### src/rtl/dll_pkg.sv
package dll_pkg;
  typedef enum logic [1:0] {
    SAR_START = 2'd0,
    SAR_TRY   = 2'd1,
    SAR_DONE  = 2'd2
  } sar_state_t;
endpackage

### src/rtl/dll_sar.sv
module dll_sar #(
  parameter int CODE_W = 7
) (
  input  logic              clk,
  input  logic              rst,
  input  logic              late,
  output logic [CODE_W-1:0] code,
  output logic              done
);
  import dll_pkg::*;
  localparam int IDX_W = (CODE_W > 1) ? $clog2(CODE_W) : 1;

  sar_state_t        st;
  logic [IDX_W-1:0]  idx;
  logic [IDX_W-1:0]  idx_m1;
  logic [CODE_W-1:0] nxt;

  assign idx_m1 = idx - 1'b1;

  always_comb begin
    nxt = code;
    if (late) nxt[idx] = 1'b0;
    if (idx != '0) nxt[idx_m1] = 1'b1;
  end

  always_ff @(posedge clk) begin
    if (rst) begin
      st   <= SAR_START;
      code <= '0;
      idx  <= IDX_W'(CODE_W - 1);
    end else begin
      case (st)
        SAR_START: begin
          code <= {1'b1, {(CODE_W-1){1'b0}}};
          st   <= SAR_TRY;
        end
        SAR_TRY: begin
          code <= nxt;
          if (idx == '0) st <= SAR_DONE;
          else           idx <= idx_m1;
        end
        default: st <= SAR_DONE;
      endcase
    end
  end

  assign done = (st == SAR_DONE);
endmodule

### src/rtl/dll_tap_map.sv
module dll_tap_map #(
  parameter int CODE_W = 7,
  parameter int N_TAPS = 32,
  parameter int TAP_W  = 3
) (
  input  logic                    clk,
  input  logic                    rst,
  input  logic                    load,
  input  logic [CODE_W-1:0]       code,
  output logic [N_TAPS*TAP_W-1:0] taps
);
  localparam int SH     = $clog2(N_TAPS);
  localparam int PROD_W = CODE_W + SH + 1;

  logic [N_TAPS*TAP_W-1:0] taps_d;

  for (genvar i = 0; i < N_TAPS; i++) begin : g_tap
    logic [PROD_W-1:0] lo_prod, hi_prod, lo_q, hi_q;
    assign lo_prod = PROD_W'(code) * PROD_W'(i);
    assign hi_prod = PROD_W'(code) * PROD_W'(i + 1);
    assign lo_q    = lo_prod >> SH;
    assign hi_q    = hi_prod >> SH;
    assign taps_d[i*TAP_W +: TAP_W] = TAP_W'(hi_q - lo_q);
  end

  always_ff @(posedge clk) begin
    if (rst)       taps <= '0;
    else if (load) taps <= taps_d;
  end
endmodule

### src/rtl/dll_ctrl_top.sv
module dll_ctrl_top #(
  parameter int CODE_W = 7,
  parameter int N_TAPS = 32,
  parameter int TAP_W  = CODE_W - $clog2(N_TAPS) + 1
) (
  input  logic                    clk,
  input  logic                    rst,
  input  logic                    late,
  output logic [CODE_W-1:0]       meas_code,
  output logic [N_TAPS*TAP_W-1:0] tap_codes,
  output logic                    locked,
  output logic                    range_err
);
  logic sar_done;
  logic fin;
  logic at_edge;
  logic take;

  dll_sar #(.CODE_W(CODE_W)) u_sar (
    .clk  (clk),
    .rst  (rst),
    .late (late),
    .code (meas_code),
    .done (sar_done)
  );

  assign at_edge = (meas_code == '0) || (meas_code == '1);
  assign take    = sar_done && !fin;

  dll_tap_map #(.CODE_W(CODE_W), .N_TAPS(N_TAPS), .TAP_W(TAP_W)) u_map (
    .clk  (clk),
    .rst  (rst),
    .load (take && !at_edge),
    .code (meas_code),
    .taps (tap_codes)
  );

  always_ff @(posedge clk) begin
    if (rst) begin
      fin       <= 1'b0;
      locked    <= 1'b0;
      range_err <= 1'b0;
    end else if (take) begin
      fin       <= 1'b1;
      locked    <= !at_edge;
      range_err <= at_edge;
    end
  end
endmodule

### config.mk
export PLATFORM = sky130hd
export DESIGN_NAME = dll_ctrl_top
export DESIGN_NICKNAME = d
export VERILOG_FILES = /design/src/rtl/dll_pkg.sv /design/src/rtl/dll_sar.sv /design/src/rtl/dll_tap_map.sv /design/src/rtl/dll_ctrl_top.sv
export SDC_FILE = /design/constraint.sdc
export NUM_CORES = 1
export LEC_CHECK = 0
export ABC_AREA = 1
export ABC_CLOCK_PERIOD_IN_PS = 5100
export BUFFER_PORTS_ARGS = -buffer_cell sky130_fd_sc_hd__buf_4
export CORE_MARGIN = 1.5
export CORE_UTILIZATION = 45
export CTS_BUF_LIST = sky130_fd_sc_hd__clkbuf_4 sky130_fd_sc_hd__clkbuf_8 sky130_fd_sc_hd__clkbuf_16
export DETAILED_ROUTE_END_ITERATION = 10
export PLACE_DENSITY = 0.6
export SYNTH_ARGS = -nofsm -noshare
export SYNTH_HDL_FRONTEND = slang
export SYNTH_SLANG_ARGS = --single-unit
### constraint.sdc
create_clock -name clk -period 5.1 [get_ports clk]
set_input_delay 1.53 -clock clk [delete_from_list [all_inputs] [get_ports clk]]
set_output_delay 1.53 -clock clk [all_outputs]
set_load 0.03 [all_outputs]
# Word-level counts from Yosys, hierarchy flattened
# Index checks and enable logic that the tools add are counted.
# W data, S select, Z words.
totals:
  reg_bits: 110
  latchBits: 0
  mem_bits_rw: 0
  mem_bits_ro: 0
  output_inout_bits: 105
  wordCells: 99
  mem_count: 0
classes:
  n_addsub: 32
  mul: 26
  div: 0
  order_cmp: 4
  n_eq_ne: 4
  shift: 0
  mux: 9
  bitwise_logic: 4
  reduce_logical: 13
op_table:
  columns: ["operator", "count"]
  rows:
  - ["$sub A3 B3 Y3", 30]
  - ["$mul A7 B5 Y8 const B", 8]
  - ["$mul A7 B4 Y8 const B", 4]
  - ["$mul A7 B4 Y7 const B", 4]
  - ["$mul A7 B3 Y8 const B", 2]
  - ["$mul A7 B3 Y6 const B", 2]
  - ["$mul A7 B3 Y7 const B", 2]
  - ["$mux W7", 2]
  - ["$pmux W7 S2", 1]
  - ["$lt A3 B4 Y1 const B", 2]
  - ["$mul A7 B2 Y8 const B", 1]
  - ["$and A7 B7 Y7", 1]
  - ["$eq A7 B7 Y1 const B", 1]
  - ["$logic_not A7 Y1", 1]
  - ["$mul A7 B2 Y5 const B", 1]
  - ["$mul A7 B2 Y6 const B", 1]
  - ["$mul A7 B2 Y7 const B", 1]
  - ["$not A7 Y7", 1]
  - ["$or A7 B7 Y7", 1]
  - ["$demux W1 S3", 2]
  - ["$ge A3 B1 Y1 const B", 2]
  - ["$logic_and A1 B1 Y1", 4]
  - ["$pmux W2 S2", 1]
  - ["$logic_not A3 Y1", 1]
  - ["14 further kinds", 16]

# Longest topological paths before layout
depth:
  depth_word: 10
  depth_mapped: 24
  mapped_depth_nobuf: 24

# By module
# Synthesis repeated with hierarchy kept, for this count alone.
unflattened:
  cells_unflattened: 1260
  hier_area_um2: 9675.5
modules_own_cells:
  columns: ["mod", "instances", "cells_each", "area_each_um2", "seq_area_each_um2"]
  rows:
  - ["dll_tap_map", 1, 1127, 8803.4, 1901.8]
  - ["dll_sar", 1, 99, 675.6, 240.2]
  - ["dll_ctrl_top", 1, 34, 196.4, 60.1]

# Worst setup path before layout
# Ideal clock, no wire load.
synth_path:
  path_kind: "reg-to-reg"
  startpoint: "register u_sar.code[3]"
  endpoint: "register u_map.taps[89]"
  setup_time_ns: 0.109
  t_arrival_ns: 4.360
  required_ns: 4.991
  slack_ns: 0.631
  path_stages_with_launch: 18
  n_path_buf: 0
  synth_period_minus_slack_ns: 4.469
  cell_sequence: "dfxtp_1 -> inv_1 -> fa_1 -> inv_1 -> ha_1 -> fa_1 -> ha_1 -> or2_2 -> nand2_1 -> inv_1 -> ha_1 -> fa_1 -> nand3_1 -> nand2_1 -> nand2_1 -> nand3_1 -> nand2_1 -> inv_1"
synth_between:
  elab_chain_cells: 4
  word_cells_on_any_way: 8
synth_rtl:
  columns: ["item", "line", "rtl"]
  rows:
  - ["start, declared", "dll_sar.sv:7", "output logic [CODE_W-1:0] code,"]
  - ["start signal, assigned", "dll_sar.sv:34", "code <= {1'b1, {(CODE_W-1){1'b0}}};"]
  - ["start signal, assigned", "dll_sar.sv:38", "code <= nxt;"]
  - ["parallel branches: the longest is 4 deep, another holds $mul A7 B4 Y7", null, null]
  - ["end signal, assigned", "dll_tap_map.sv:28", "else if (load) taps <= taps_d;"]
  - ["end, declared", "dll_tap_map.sv:10", "output logic [N_TAPS*TAP_W-1:0] taps"]
# Parallel ways; which one is timed is not known.
# A chain may end at the register's enable or synchronous reset.

# Worst setup path after layout
layout_path:
  startpoint: "register u_sar.code[0]"
  endpoint: "register u_map.taps[80]"
layout_between:
  elab_chain_cells: 4
  word_cells_on_any_way: 8
layout_rtl:
  columns: ["item"]
  rows:
  - ["parallel branches: the longest is 4 deep, another holds $mul A7 B5 Y8"]
# Parallel ways; which one is timed is not known.

==> flow_metrics.env <==
export IMPL_whs_ns=0.459
export IMPL_critPathTopFamily="adder cells"
export IMPL_netlist_area_sq_um=9460
export IMPL_grt_pass1_wl_um=39100
export IMPL_clockRootBuffer="clkbuf_16"
export IMPL_min_path_cells=2
export IMPL_crit_arrival_ns=4.53
export IMPL_worst_slew_pin_slew_ns=0.704
export IMPL_critical_path_depth=18
export IMPL_core_sq_um=20400
export IMPL_yosysMostFrequentCell="nand2_1"
export IMPL_wl_met1_um=11900
export IMPL_cts_buffer_depth=2
export IMPL_top_layer_used="met4"
export IMPL_crit_slowest_cell="dfxtp_1"
export IMPL_h_tree_depth=3
export IMPL_io_pins=108
export IMPL_ys_types=34
export IMPL_fin_nets=1508
export IMPL_critPathKind="reg2reg"
export IMPL_wl_um=24000
export IMPL_grt_max_degree=81
export IMPL_cap_violations=0
export IMPL_wl_met3_um=867
export IMPL_setup_viol=0
export IMPL_die_y_um=148
export IMPL_vias_per_cell=4.99
export IMPL_clock_latency_ns=0.38
export IMPL_relSlewSlack_pct=52.9
export IMPL_final_util_pct=53.2
export IMPL_hold_buffers=0
export IMPL_synth_edff_count=0
export IMPL_yosys_top_cells_area="dfxtp_1 23%, fa_1 15%, ha_1 15%"
export IMPL_leakagePower_nw=5.93
export IMPL_drc_errors=0
export IMPL_ys_seq_area_share_pct=23.3
export IMPL_yosys_area_top_type="dfxtp_1"
export IMPL_skew_ns=0.0142
export IMPL_fin_cells=1593
export IMPL_hold_class="reg2reg"
export IMPL_outcome="finished clean"
export IMPL_antenna_found_initial=0
export IMPL_place_gp_congestion=0.888
export IMPL_async_reset_ff_share_pct=0
export IMPL_peakVddDrop_uv=158
export IMPL_min_period_over_period_pct=83.7
export IMPL_startpoint_type="flip-flop"
export IMPL_dp_cells=1577
export IMPL_max_freq_mhz=234
export IMPL_dr_total_vias=7950
export IMPL_area_delta_synth_final_pct=14.8
export IMPL_rows=52
export IMPL_yosys_warnings=0
export IMPL_maxSlewViolCount=0
export IMPL_synthFlopType="dfxtp_1"
export IMPL_routedWlPerCell_um=15.1
export IMPL_fin_tns_setup_ns=0
export IMPL_dr_wl_met2_um=11100
export IMPL_r2r_cells=18
export IMPL_avgSynthCellArea_sq_um=7.76
export IMPL_synth_net_count=1409
export IMPL_drtIter0Drc=383
export IMPL_rsz0062_at_grt="no"
export IMPL_synthTopCellsByCount="237 x nand2_1, 210 x inv_1, 115 x ha_1, 110 x dfxtp_1, 96 x a21oi_1"
export IMPL_port_buffers=106
export IMPL_critPathMaxStageDelay_ns=0.64
export IMPL_crit_top_cell="inv_1"
export IMPL_die_area_sq_um=21900
export IMPL_syn_inst=1219
export IMPL_power_density_nw_per_um2=264
export IMPL_grt_ovfl_total=0
export IMPL_grt_use_total_pct=22.9
export IMPL_firstDrtPassIters=5
export IMPL_grt_pass1_vias=7478
export IMPL_endpoint_kind="flip-flop"
export IMPL_cp_num_buf_inv=4
export IMPL_ys_seq_elements=110
export IMPL_final_antenna_net_count=0
export IMPL_fin_crit_ns=4.27
export IMPL_synth_top_area_share_pct=23.3
export IMPL_finalHoldViolations=0
export IMPL_antenna_cells=0
export IMPL_cts_made_buffers=9
export IMPL_required_ns=5.37
export IMPL_path_max_fanout=9
export IMPL_post_cts_buffers=0
export IMPL_path_clk_slew_ns=0.08
export IMPL_worstPathCellList="ha_1, xor2_1, ha_1, inv_1, fa_1, inv_1, ha_1, inv_1, or2_1, nand2_1, xor2_1, inv_1, fa_1, xor2_1, nand2_1, nand2_1, nor2_1, nor2_1"
export IMPL_die_x_um=148
export IMPL_cts_resized=0
export IMPL_cts_tree="done"
export IMPL_start_util_pct=46.3
export IMPL_cts_sinks=110
export IMPL_drive_gt1_share_pct=11.9
export IMPL_dp_hpwl_um=18900
-- cells in the final DEF (no fill, tap or decap), types with 3 or more instances in the layout --
cell type  synthesis  final
nand2_1          237    237
inv_1            210    209
buf_4              6    124
ha_1             115    115
dfxtp_1          110    110
a21oi_1           96     96
o21ai_0           91     91
nand3_1           77     77
fa_1              72     72
nor2_1            41     41
xor2_1            30     30
xnor2_1           29     29
o21a_1            15     15
or2_2              9      9
nand4_1            9      9
clkbuf_16          0      9
o21bai_1           8      8
nand3b_1           8      8
a21o_1             6      6
o21ai_1            5      5
inv_2              2      3
-- area by class of cell --
class / count / area [sq um]
well taps: 270 / 338
flip-flops and latches: 110 / 2200
multi-input cells: 861 / 6280
repair buffers: 124 / 931
clock inverters: 7 / 91.3
fillers: 2036 / 9570
clock buffers: 9 / 225
inverters: 212 / 796
-- worst reg2reg max path, cell delays in order (launching register included) --
cell	delay (ns)
dfxtp_1	0.64
ha_1	0.35
xor2_1	0.43
ha_1	0.28
inv_1	0.08
fa_1	0.50
inv_1	0.04
ha_1	0.28
inv_1	0.05
or2_1	0.23
nand2_1	0.09
xor2_1	0.25
inv_1	0.10
fa_1	0.41
xor2_1	0.18
nand2_1	0.08
nand2_1	0.05
nor2_1	0.11
nor2_1	0.04
-- registers in the layout, indices dropped and copies added (netlist names) --
signal	flops
u_map.taps	95
u_sar.code	7
u_sar.idx	3
u_sar.st	2
fin	1
locked	1
range_err	1
-- cell families (layout without fill, tap and decap cells) --
kind of cell,Yosys count,count (layout),share of synthesized area (%)
AO/OA/AOI/OAI,227,227,12.9
AND/OR/NAND/NOR,386,386,17.3
XOR/XNOR,60,60,5.63
other,1,1,0.0396
flip-flops,110,110,23.3
buffers and inverters,248,352,10.4
adder cells (fa/ha/maj),187,187,30.4
-- through the flow --
stage               total power [W]  setup slack (ns)  instance area [sq um]
floorplan                   0.00181             0.631                   9460
global placement            0.00211              1.01                  10500
detailed placement          0.00212             0.891                  10500
CTS                         0.00291             0.870                  10900
global route                0.00312             0.609                  10900
finish                      0.00287             0.832                  10900
-- final timing paths --
check | endpoint | slack, ns | startpoint
max | u_map.taps[80] | 0.83 | u_sar.code[0]
min | fin | 0.46 | fin
max reg2reg | u_map.taps[80] | 0.83 | u_sar.code[0]
min reg2reg | fin | 0.46 | fin
-- power by group --
part / switching [W] / internal (W) / leakage (nW)
combinational: 0.000742 / 0.000463 / 4.89
clock: 0.000377 / 0.000394 / 0.151
sequential: 0.0000166 / 0.000874 / 0.888
-- layer usage --
layer	up-vias	track usage (%)
met5	-	0
met4	0	4.65
met3	14	2.84
met2	144	37.4
met1	3700	32.5
li1	4092	-
No activity file was read; power rests on OpenSTA's default activity.
